[src/rtl/wcap_pkg.sv]
package wcap_pkg;

    typedef enum logic [1:0] {
        OP_START   = 2'd0,
        OP_SEND    = 2'd1,
        OP_RESTART = 2'd2,
        OP_STOP    = 2'd3
    } bus_op_e;

    typedef enum logic [3:0] {
        S_IDLE,
        S_START,
        S_SEL,
        S_RETRY_STOP,
        S_GAP,
        S_ADDR,
        S_RESTART,
        S_FAIL_STOP,
        S_DONE,
        S_ERR
    } poll_state_e;

endpackage

[src/rtl/wcap_try_counter.sv]
module wcap_try_counter #(
    parameter int MAX_TRIES = 4
) (
    input  logic clk,
    input  logic rst_n,
    input  logic clear,
    input  logic bump,
    output logic last_try
);
    localparam int CW = (MAX_TRIES > 1) ? $clog2(MAX_TRIES + 1) : 1;

    logic [CW-1:0] tries;

    always_ff @(posedge clk or negedge rst_n) begin
        if (!rst_n) begin
            tries <= '0;
        end else if (clear) begin
            tries <= '0;
        end else if (bump && !last_try) begin
            tries <= tries + 1'b1;
        end
    end

    assign last_try = (tries == CW'(MAX_TRIES - 1));

    // the attempt count never passes the final allowed attempt
    p_tries_bound_r7: assert property (@(posedge clk) disable iff (!rst_n)
        tries <= CW'(MAX_TRIES - 1));

endmodule

[src/rtl/wcap_gap_timer.sv]
module wcap_gap_timer #(
    parameter int GAP_CYCLES = 3
) (
    input  logic clk,
    input  logic rst_n,
    input  logic run,
    output logic expire
);
    localparam int TW = (GAP_CYCLES > 1) ? $clog2(GAP_CYCLES + 1) : 1;

    logic [TW-1:0] cnt;

    always_ff @(posedge clk or negedge rst_n) begin
        if (!rst_n) begin
            cnt <= '0;
        end else if (!run || expire) begin
            cnt <= '0;
        end else begin
            cnt <= cnt + 1'b1;
        end
    end

    assign expire = run && (cnt == TW'(GAP_CYCLES - 1));

    // the quiet-cycle count stays inside the configured window
    p_gap_bound_r4: assert property (@(posedge clk) disable iff (!rst_n)
        cnt < TW'(GAP_CYCLES));

endmodule

[src/rtl/wcap_poller.sv]
module wcap_poller
    import wcap_pkg::*;
#(
    parameter int DEV_W      = 7,
    parameter int ADDR_W     = 8,
    parameter int MAX_TRIES  = 4,
    parameter int GAP_CYCLES = 3
) (
    input  logic              clk,
    input  logic              rst_n,
    input  logic              req_valid,
    output logic              req_ready,
    input  logic              req_read,
    input  logic [DEV_W-1:0]  req_dev,
    input  logic [ADDR_W-1:0] req_addr,
    output logic              cmd_valid,
    output logic [1:0]        cmd_op,
    output logic [DEV_W:0]    cmd_byte,
    input  logic              cmd_done,
    input  logic              cmd_ack,
    output logic              busy,
    output logic              done,
    output logic              err
);
    localparam int BYTE_W = DEV_W + 1;

    poll_state_e       state, state_nx;
    logic              kind_read;
    logic [DEV_W-1:0]  dev_q;
    logic [ADDR_W-1:0] addr_q;
    logic              accept;
    logic              sel_refused;
    logic              last_try;
    logic              gap_expire;

    assign accept      = req_valid && (state == S_IDLE);
    assign sel_refused = (state == S_SEL) && cmd_done && !cmd_ack;

    wcap_try_counter #(.MAX_TRIES(MAX_TRIES)) u_tries (
        .clk      (clk),
        .rst_n    (rst_n),
        .clear    (accept),
        .bump     (sel_refused),
        .last_try (last_try)
    );

    wcap_gap_timer #(.GAP_CYCLES(GAP_CYCLES)) u_gap (
        .clk    (clk),
        .rst_n  (rst_n),
        .run    (state == S_GAP),
        .expire (gap_expire)
    );

    // request capture
    always_ff @(posedge clk or negedge rst_n) begin
        if (!rst_n) begin
            kind_read <= 1'b0;
            dev_q     <= '0;
            addr_q    <= '0;
        end else if (accept) begin
            kind_read <= req_read;
            dev_q     <= req_dev;
            addr_q    <= req_addr;
        end
    end

    // state register
    always_ff @(posedge clk or negedge rst_n) begin
        if (!rst_n) state <= S_IDLE;
        else        state <= state_nx;
    end

    // next state
    always_comb begin
        state_nx = state;
        unique case (state)
            S_IDLE:       if (accept) state_nx = S_START;
            S_START:      if (cmd_done) state_nx = S_SEL;
            S_SEL: begin
                if (cmd_done) begin
                    if (cmd_ack)       state_nx = S_ADDR;
                    else if (last_try) state_nx = S_FAIL_STOP;
                    else               state_nx = S_RETRY_STOP;
                end
            end
            S_RETRY_STOP: if (cmd_done) state_nx = S_GAP;
            S_GAP:        if (gap_expire) state_nx = S_START;
            S_ADDR: begin
                if (cmd_done) begin
                    if (!cmd_ack)      state_nx = S_FAIL_STOP;
                    else if (kind_read) state_nx = S_RESTART;
                    else               state_nx = S_DONE;
                end
            end
            S_RESTART:    if (cmd_done) state_nx = S_DONE;
            S_FAIL_STOP:  if (cmd_done) state_nx = S_ERR;
            S_DONE:       state_nx = S_IDLE;
            S_ERR:        state_nx = S_IDLE;
            default:      state_nx = S_IDLE;
        endcase
    end

    // outputs
    always_comb begin
        cmd_valid = 1'b0;
        cmd_op    = OP_START;
        cmd_byte  = '0;
        done      = 1'b0;
        err       = 1'b0;
        unique case (state)
            S_START: begin
                cmd_valid = 1'b1;
                cmd_op    = OP_START;
            end
            S_SEL: begin
                cmd_valid = 1'b1;
                cmd_op    = OP_SEND;
                cmd_byte  = {dev_q, 1'b0};
            end
            S_ADDR: begin
                cmd_valid = 1'b1;
                cmd_op    = OP_SEND;
                cmd_byte  = BYTE_W'(addr_q);
            end
            S_RESTART: begin
                cmd_valid = 1'b1;
                cmd_op    = OP_RESTART;
            end
            S_RETRY_STOP, S_FAIL_STOP: begin
                cmd_valid = 1'b1;
                cmd_op    = OP_STOP;
            end
            S_DONE:  done = 1'b1;
            S_ERR:   err  = 1'b1;
            default: ;
        endcase
    end

    assign req_ready = (state == S_IDLE);
    assign busy      = (state != S_IDLE);

    // a pending command is held until the engine finishes it
    p_cmd_hold_r9: assert property (@(posedge clk) disable iff (!rst_n)
        (cmd_valid && !cmd_done) |=> (cmd_valid && $stable(cmd_op) && $stable(cmd_byte)));

    // success and error never coincide, and each is one cycle wide
    p_pulse_excl_r10: assert property (@(posedge clk) disable iff (!rst_n)
        !(done && err));
    p_pulse_width_r10: assert property (@(posedge clk) disable iff (!rst_n)
        (done || err) |=> (!done && !err && req_ready));

    // an accepted request starts a START command in the next cycle
    p_accept_start_r2: assert property (@(posedge clk) disable iff (!rst_n)
        (req_valid && req_ready) |=> (cmd_valid && cmd_op == OP_START));

    // the end of the quiet wait leads straight into a new START
    p_gap_restart_r4: assert property (@(posedge clk) disable iff (!rst_n)
        gap_expire |=> (cmd_valid && cmd_op == OP_START));

    // an acknowledged select is followed by a SEND with no START between
    p_sel_to_addr_r5: assert property (@(posedge clk) disable iff (!rst_n)
        (state == S_SEL && cmd_done && cmd_ack) |=> (cmd_valid && cmd_op == OP_SEND));

endmodule

[config.mk]
export PLATFORM = sky130hd
export DESIGN_NAME = wcap_poller
export DESIGN_NICKNAME = d
export VERILOG_FILES = /design/src/rtl/wcap_pkg.sv /design/src/rtl/wcap_try_counter.sv /design/src/rtl/wcap_gap_timer.sv /design/src/rtl/wcap_poller.sv
export SDC_FILE = /design/constraint.sdc
export NUM_CORES = 1
export LEC_CHECK = 0
export ABC_AREA = 1
export BUFFER_PORTS_ARGS = -buffer_cell sky130_fd_sc_hd__buf_2
export CAP_MARGIN = 20
export CORE_MARGIN = 5
export CORE_UTILIZATION = 56
export CTS_BUF_LIST = sky130_fd_sc_hd__clkbuf_16
export CTS_CLUSTER_DIAMETER = 60
export DETAILED_ROUTE_END_ITERATION = 16
export PLACE_DENSITY_LB_ADDON = 0.12
export SYNTH_ARGS = -nofsm -noshare
export SYNTH_HDL_FRONTEND = slang
export SYNTH_SLANG_ARGS = --single-unit
export TNS_END_PERCENT = 1
[constraint.sdc]
create_clock -name clk -period 3.15 [get_ports clk]
set_input_delay 0.1575 -clock clk [delete_from_list [all_inputs] [get_ports clk]]
set_output_delay 0.1575 -clock clk [all_outputs]
set_load 0.005 [all_outputs]
Word level (Yosys, flattened, before mapping)
Index checks and enable logic that the tools add are counted.
{"block": "word_totals", "register_bits": 25, "input_bits": 21, "out_inout_bits": 15}
{"block": "classes", "eq_ne": 19, "mux": 21, "reduce_logical": 16, "addsub": 2}
{"cell": "two-way mux 4 bit", "count": 10}
{"cell": "one-hot mux 4 bit (8 select lines)", "count": 1}
{"cell": "== test 4 x 3 -> 1 bit (second input constant)", "count": 4}
{"cell": "one-hot mux 8 bit (2 select lines)", "count": 1}
{"cell": "inequality test 2 bit (second input constant)", "count": 7}
{"cell": "two-way mux 3 bit", "count": 4}
{"cell": "== test 4 x 2 -> 1 bit (second input constant)", "count": 2}
{"cell": "== test 4 bit (second input constant)", "count": 2}
{"cell": "AND reduction 8 bit", "count": 1}
{"cell": "one-hot mux 2 bit (3 select lines)", "count": 1}
{"cell": "OR reduction 6 bit", "count": 1}
{"cell": "logical AND 1 bit", "count": 5}
{"cell": "== test 4 x 1 -> 1 bit (second input constant)", "count": 1}
{"cell": "zero test 4 bit", "count": 1}
{"cell": "nonzero test 4 bit", "count": 1}
{"cell": "OR reduction 2 bit", "count": 2}
{"cell": "adder 3 x 1 -> 3 bit (second input constant)", "count": 1}
{"cell": "== test 3 x 2 -> 1 bit (second input constant)", "count": 1}
{"cell": "zero test 1 bit", "count": 3}
{"cell": "two-way mux 1 bit", "count": 3}
{"cell": "adder 2 x 1 -> 2 bit (second input constant)", "count": 1}
{"cell": "== test 2 bit (second input constant)", "count": 1}
{"cell": "two-way mux 2 bit", "count": 1}
{"cell": "inequality test 2 x 1 -> 1 bit (second input constant)", "count": 1}
{"cell": "2 further kinds", "count": 2}

Depth between registers and ports, before layout
{"block": "depth", "ltp_word": 6, "ltp_mapped": 8}

Modules after synthesis
Synthesis repeated with hierarchy kept, for this count alone.
{"block": "unflattened", "hier_cells": 190, "area_unflattened_um2": 1380.1}
{"module": "wcap_poller", "area_each_um2": 1108.6, "cells_per_inst": 158, "instances": 1, "seq_area_each_um2": 500.5}
{"module": "wcap_try_counter", "area_each_um2": 182.7, "cells_per_inst": 22, "instances": 1, "seq_area_each_um2": 75.1}
{"module": "wcap_gap_timer", "area_each_um2": 88.8, "cells_per_inst": 10, "instances": 1, "seq_area_each_um2": 50.0}

Least setup slack after synthesis
No wires, ideal clock.
{"block": "synth_timing", "path_type": "flip-flop to flip-flop", "startpoint": "register u_tries.tries[0]", "endpoint": "register u_tries.tries[0]", "required_time_ns": 3.085, "stages_incl_launch_ff": 9, "arrival_time_ns": 1.389, "path_slack_ns": 1.696, "path_buffers": 0, "setup_ns": 0.065, "synth_period_minus_slack_ns": 1.454, "cell_sequence": "dfrtp_1 ha_1 ha_1 or2_2 nor2_1 nand2_4 clkinv_2 nand3b_1 nand2_1"}
{"block": "synth_via", "elab_chain_cells": 4, "elab_cells_between_ends": 7, "cone_classes": "add/sub (1); eq/ne (1); mux (2); reduce/logical (3)"}
{"element": "from (decl)", "line": "wcap_try_counter.sv:12", "source": "logic [CW-1:0] tries;"}
{"element": "from (signal assigned)", "line": "wcap_try_counter.sv:20", "source": "tries <= tries + 1'b1;"}
{"element": "branches (longest 4 deep; another with adder 3 x 1 -> 3 bit)"}
Several ways; the timed one is not identified. The select of a mux whose other input is x is not followed.
A chain may end at the register's enable or synchronous reset.

Worst setup path after layout
{"block": "layout_timing", "startpoint": "register state[3]", "endpoint": "output port cmd_byte[0]"}
{"block": "layout_via", "elab_chain_cells": 2, "elab_cells_between_ends": 3, "cone_classes": "eq/ne (2); mux (1)"}
{"element": "from (decl)", "line": "wcap_poller.sv:27", "source": "poll_state_e state, state_nx;"}
{"element": "from (signal assigned)", "line": "wcap_poller.sv:70", "source": "else state <= state_nx;"}
{"element": "== test 4 x 3 -> 1 bit or == test 4 x 2 -> 1 bit (tied branches)", "line": "wcap_poller.sv:110", "source": "unique case (state)"}
{"element": "one-hot mux 8 bit (2 select lines) *", "line": "wcap_poller.sv:110"}
{"element": "to (decl)", "line": "wcap_poller.sv:18", "source": "output logic [DEV_W:0] cmd_byte,"}
Every way passes the cells marked *; elsewhere a longest branch is shown, timed or not.

==> impl_metrics.env <==
export IMPL_status="complete, no violations"
export IMPL_syn_inst=168
export IMPL_final_hold_violation_count=0
export IMPL_synth_fa_ha_area_frac=0.0270
export IMPL_grt_setup_unrepaired="no"
export IMPL_worst_setup_hold_path_clk_slew_ns=0.06
export IMPL_ys_types=27
export IMPL_overflow=0
export IMPL_gp_congestion=0.925
export IMPL_pwr_share_clk=0.189
export IMPL_via_per_inst=5.05
export IMPL_crit_path_end_kind="output port"
export IMPL_slowest_stage="dfrtp_1"
export IMPL_cts_buffers=3
export IMPL_dieArea_um2=3580
export IMPL_clk_latency_ns=0.25
export IMPL_dp_hpwl_um=2160
export IMPL_synth_mux_area_frac=0
export IMPL_power_frac_seq=0.369
export IMPL_n_antenna_cell=0
export IMPL_start_util=0.572
export IMPL_nets=228
export IMPL_cts_tree="built"
export IMPL_setup_ws_ns=1.44
export IMPL_coreArea_um2=2430
export IMPL_io_pins=36
export IMPL_timing_setup_tns_ns=0
export IMPL_cp_cell_sequence="inv_2 -> nand2_2 -> nor2_4 -> inv_1 -> nor2_1 -> buf_2"
export IMPL_drt_initial_drc_count=48
export IMPL_syn_nets=192
export IMPL_synth_area_per_cell_um2=8.28
export IMPL_grt_pass1_wl_um=4920
export IMPL_synth_cell_area_um2=1390
export IMPL_worstMarginPinSlew_ns=0.541
export IMPL_power_switching_mw=0.597
export IMPL_drt_pass1_iterations=4
export IMPL_grt_pass1_vias=1168
export IMPL_htree_num_levels=1
export IMPL_finalHoldWorstSlack_ns=0.129
export IMPL_grt_max_degree=26
export IMPL_drive_gt1_frac=0.296
export IMPL_layout_min_cycle_time_ns=1.71
export IMPL_ctsRootBufferMaster="clkbuf_16"
export IMPL_synth_compound_area_frac=0.0603
export IMPL_antenna_left=0
export IMPL_yosys_register_bits=25
export IMPL_syn2layout_area_growth_pct=19.2
export IMPL_wl_per_cell_um=12.3
export IMPL_clockBufferDepth=2
export IMPL_vias=1177
export IMPL_peakVddDrop_mv=0.626
export IMPL_start_kind="register"
export IMPL_worstPathMaxFanout=9
export IMPL_slew_headroom=0.639
export IMPL_synthXorXnorAreaFrac=0
export IMPL_cpPeakStageDelay_ns=0.46
export IMPL_drc=0
export IMPL_power_density_nw_per_um2=876
export IMPL_setup_violations_final=0
export IMPL_dieWidth_um=59.8
export IMPL_swShare=0.410
export IMPL_cp_data_arrival_time_ns=1.55
export IMPL_hold_path_class="in2reg"
export IMPL_drv_slew=0
export IMPL_p_comb_frac=0.441
export IMPL_die_h_um=59.8
export IMPL_synth_warnings=0
export IMPL_drv_cap=0
export IMPL_drt_total_wl_um=2870
export IMPL_critical_path_buf_inv_count=3
export IMPL_ctsHoldBuffers=1
export IMPL_dpl_cell_count=228
export IMPL_power_leakage_nw=0.953
export IMPL_period_share=0.543
export IMPL_preCtsSetupSlack_ns=1.58
export IMPL_antenna_found_initial=0
export IMPL_synthSimpleGateAreaFrac=0.392
export IMPL_ys_seq_area_frac=0.450
export IMPL_track_usage=0.180
export IMPL_post_cts_setup_buffers=0
export IMPL_clkSinkCount=25
export IMPL_internal_power_mw=0.857
export IMPL_critical_path_top_delay_family="flip-flops"
export IMPL_fin_cells=233
export IMPL_required_ns=2.99
export IMPL_finClkSkew_ns=0.00262
export IMPL_rows=18
export IMPL_synth_top_family_by_area="simple AND/OR/NAND/NOR gates"
export IMPL_max_freq_mhz=585
export IMPL_crit_type="reg2out"
export IMPL_port_buffers=35
export IMPL_post_cts_resized=0
[final timing paths]
path	slack [ns]	end	startpoint	depth (start not counted)
max in group asynchronous	2.38	u_tries.tries[1]$_DFFE_PN0P_	rst_n	2
hold reg to reg	0.43	u_gap.cnt[0]$_DFF_PN0_	u_gap.cnt[0]$_DFF_PN0_	1
setup / recovery	1.44	cmd_byte[0]	state[3]$_DFFE_PN0P_	6
min in group asynchronous	0.42	addr_q[0]$_DFFE_PN0P_	rst_n	2
hold / removal	0.13	addr_q[4]$_DFFE_PN0P_	req_addr[4]	3
setup reg to reg	1.58	u_tries.tries[0]$_DFFE_PN0P_	u_tries.tries[0]$_DFFE_PN0P_	8
[placed cells by master (no fill, tap or decap)]
cell,count
inv_4,1
buf_2,35
dlygate4sd3_1,1
nand3_1,23
a21oi_2,2
clkinv_2,2
nand2_1,56
a22o_1,7
nor2_2,1
nand2_2,3
nor2_8,1
nand3_2,1
o21ai_0,1
nor2_1,10
inv_2,2
dfrtp_1,25
nand3b_1,2
nand2_4,3
or2_2,1
nand4_1,1
nor2_4,4
inv_1,12
ha_1,3
nand3b_2,1
clkbuf_16,3
nor3_1,2
[tightest hold or removal path, stage by stage]
cell and delay (ns):
buf_2 0.07, nand3_1 0.06, nand2_1 0.06
[flip-flops by register name (all words and copies together) (netlist names)]
signal         flops
u_tries.tries      3
addr_q             8
u_gap.cnt          2
kind_read          1
state              4
dev_q              7
[layer usage]
layer / vias up / share of wire / wire, µm / track usage
li1: 609 / - / - / -
met1: 531 / 0.45 / 1290 / 0.227
met2: 33 / 0.48 / 1380 / 0.299
met3: 4 / 0.059 / 169 / 0.0346
met4: 0 / 0.011 / 31 / 0.0728
met5: - / 0 / 0 / 0
[kinds of logic (layout without fill, tap and decap cells)]
group                      after synthesis  in the layout
DFF                                     25             25
and+or+nand+nor                        109            109
adders and majority gates                3              3
buffers and inverters                   21             56
AOI/OAI and AO/OA                       10             10
[per-stage QoR]
stage / power, mW / area [µm²] / utilization
final: 1.45 / 1660 / 0.682
after global routing: 1.58 / 1660 / 0.682
after CTS: 1.47 / 1660 / 0.682
after detailed placement: 1.19 / 1570 / 0.645
after global placement: 1.16 / 1570 / 0.645
after floorplan: 1.02 / 1390 / -
[area by class of cell]
| cell class | count | area (µm²) |
|---|---|---|
| well taps | 30 | 37.5 |
| flip-flops and latches | 25 | 626 |
| fillers | 209 | 773 |
| multi-input cells | 122 | 667 |
| clock buffers | 3 | 75.1 |
| repair buffers | 36 | 185 |
| inverters | 16 | 63.8 |
| clock inverters | 1 | 5.00 |
[power by group through the flow]
| stage | clock [mW] | sequential, mW | combinational (mW) |
|---|---|---|---|
| after detailed placement | 0 | 0.541 | 0.646 |
| after floorplan | 0 | 0.521 | 0.500 |
| after CTS | 0.283 | 0.536 | 0.649 |
| final | 0.275 | 0.537 | 0.642 |
| after global placement | 0 | 0.534 | 0.630 |
| after global routing | 0.297 | 0.553 | 0.733 |
[cell usage after synthesis]
library cell,number,share of area
nand2_1,56,0.15
dfrtp_1,25,0.45
nand3_1,23,0.083
inv_1,12,0.032
nor2_1,10,0.027
a22o_1,7,0.044
nor2_4,4,0.032
ha_1,3,0.027
nand2_2,3,0.013
nand2_4,3,0.024
a21oi_2,2,0.013
buf_4,2,0.011
inv_2,2,0.0054
nand3b_1,2,0.011
nor3_1,2,0.0072
buf_2,1,0.0036
buf_6,1,0.0081
clkbuf_1,1,0.0027
clkinv_2,1,0.0036
inv_4,1,0.0045
nand3_2,1,0.0072
nand3b_2,1,0.0081
nand4_1,1,0.0045
nor2_2,1,0.0045
nor2_8,1,0.014
o21ai_0,1,0.0036
or2_2,1,0.0045
Power figures use the tool's default switching activity.
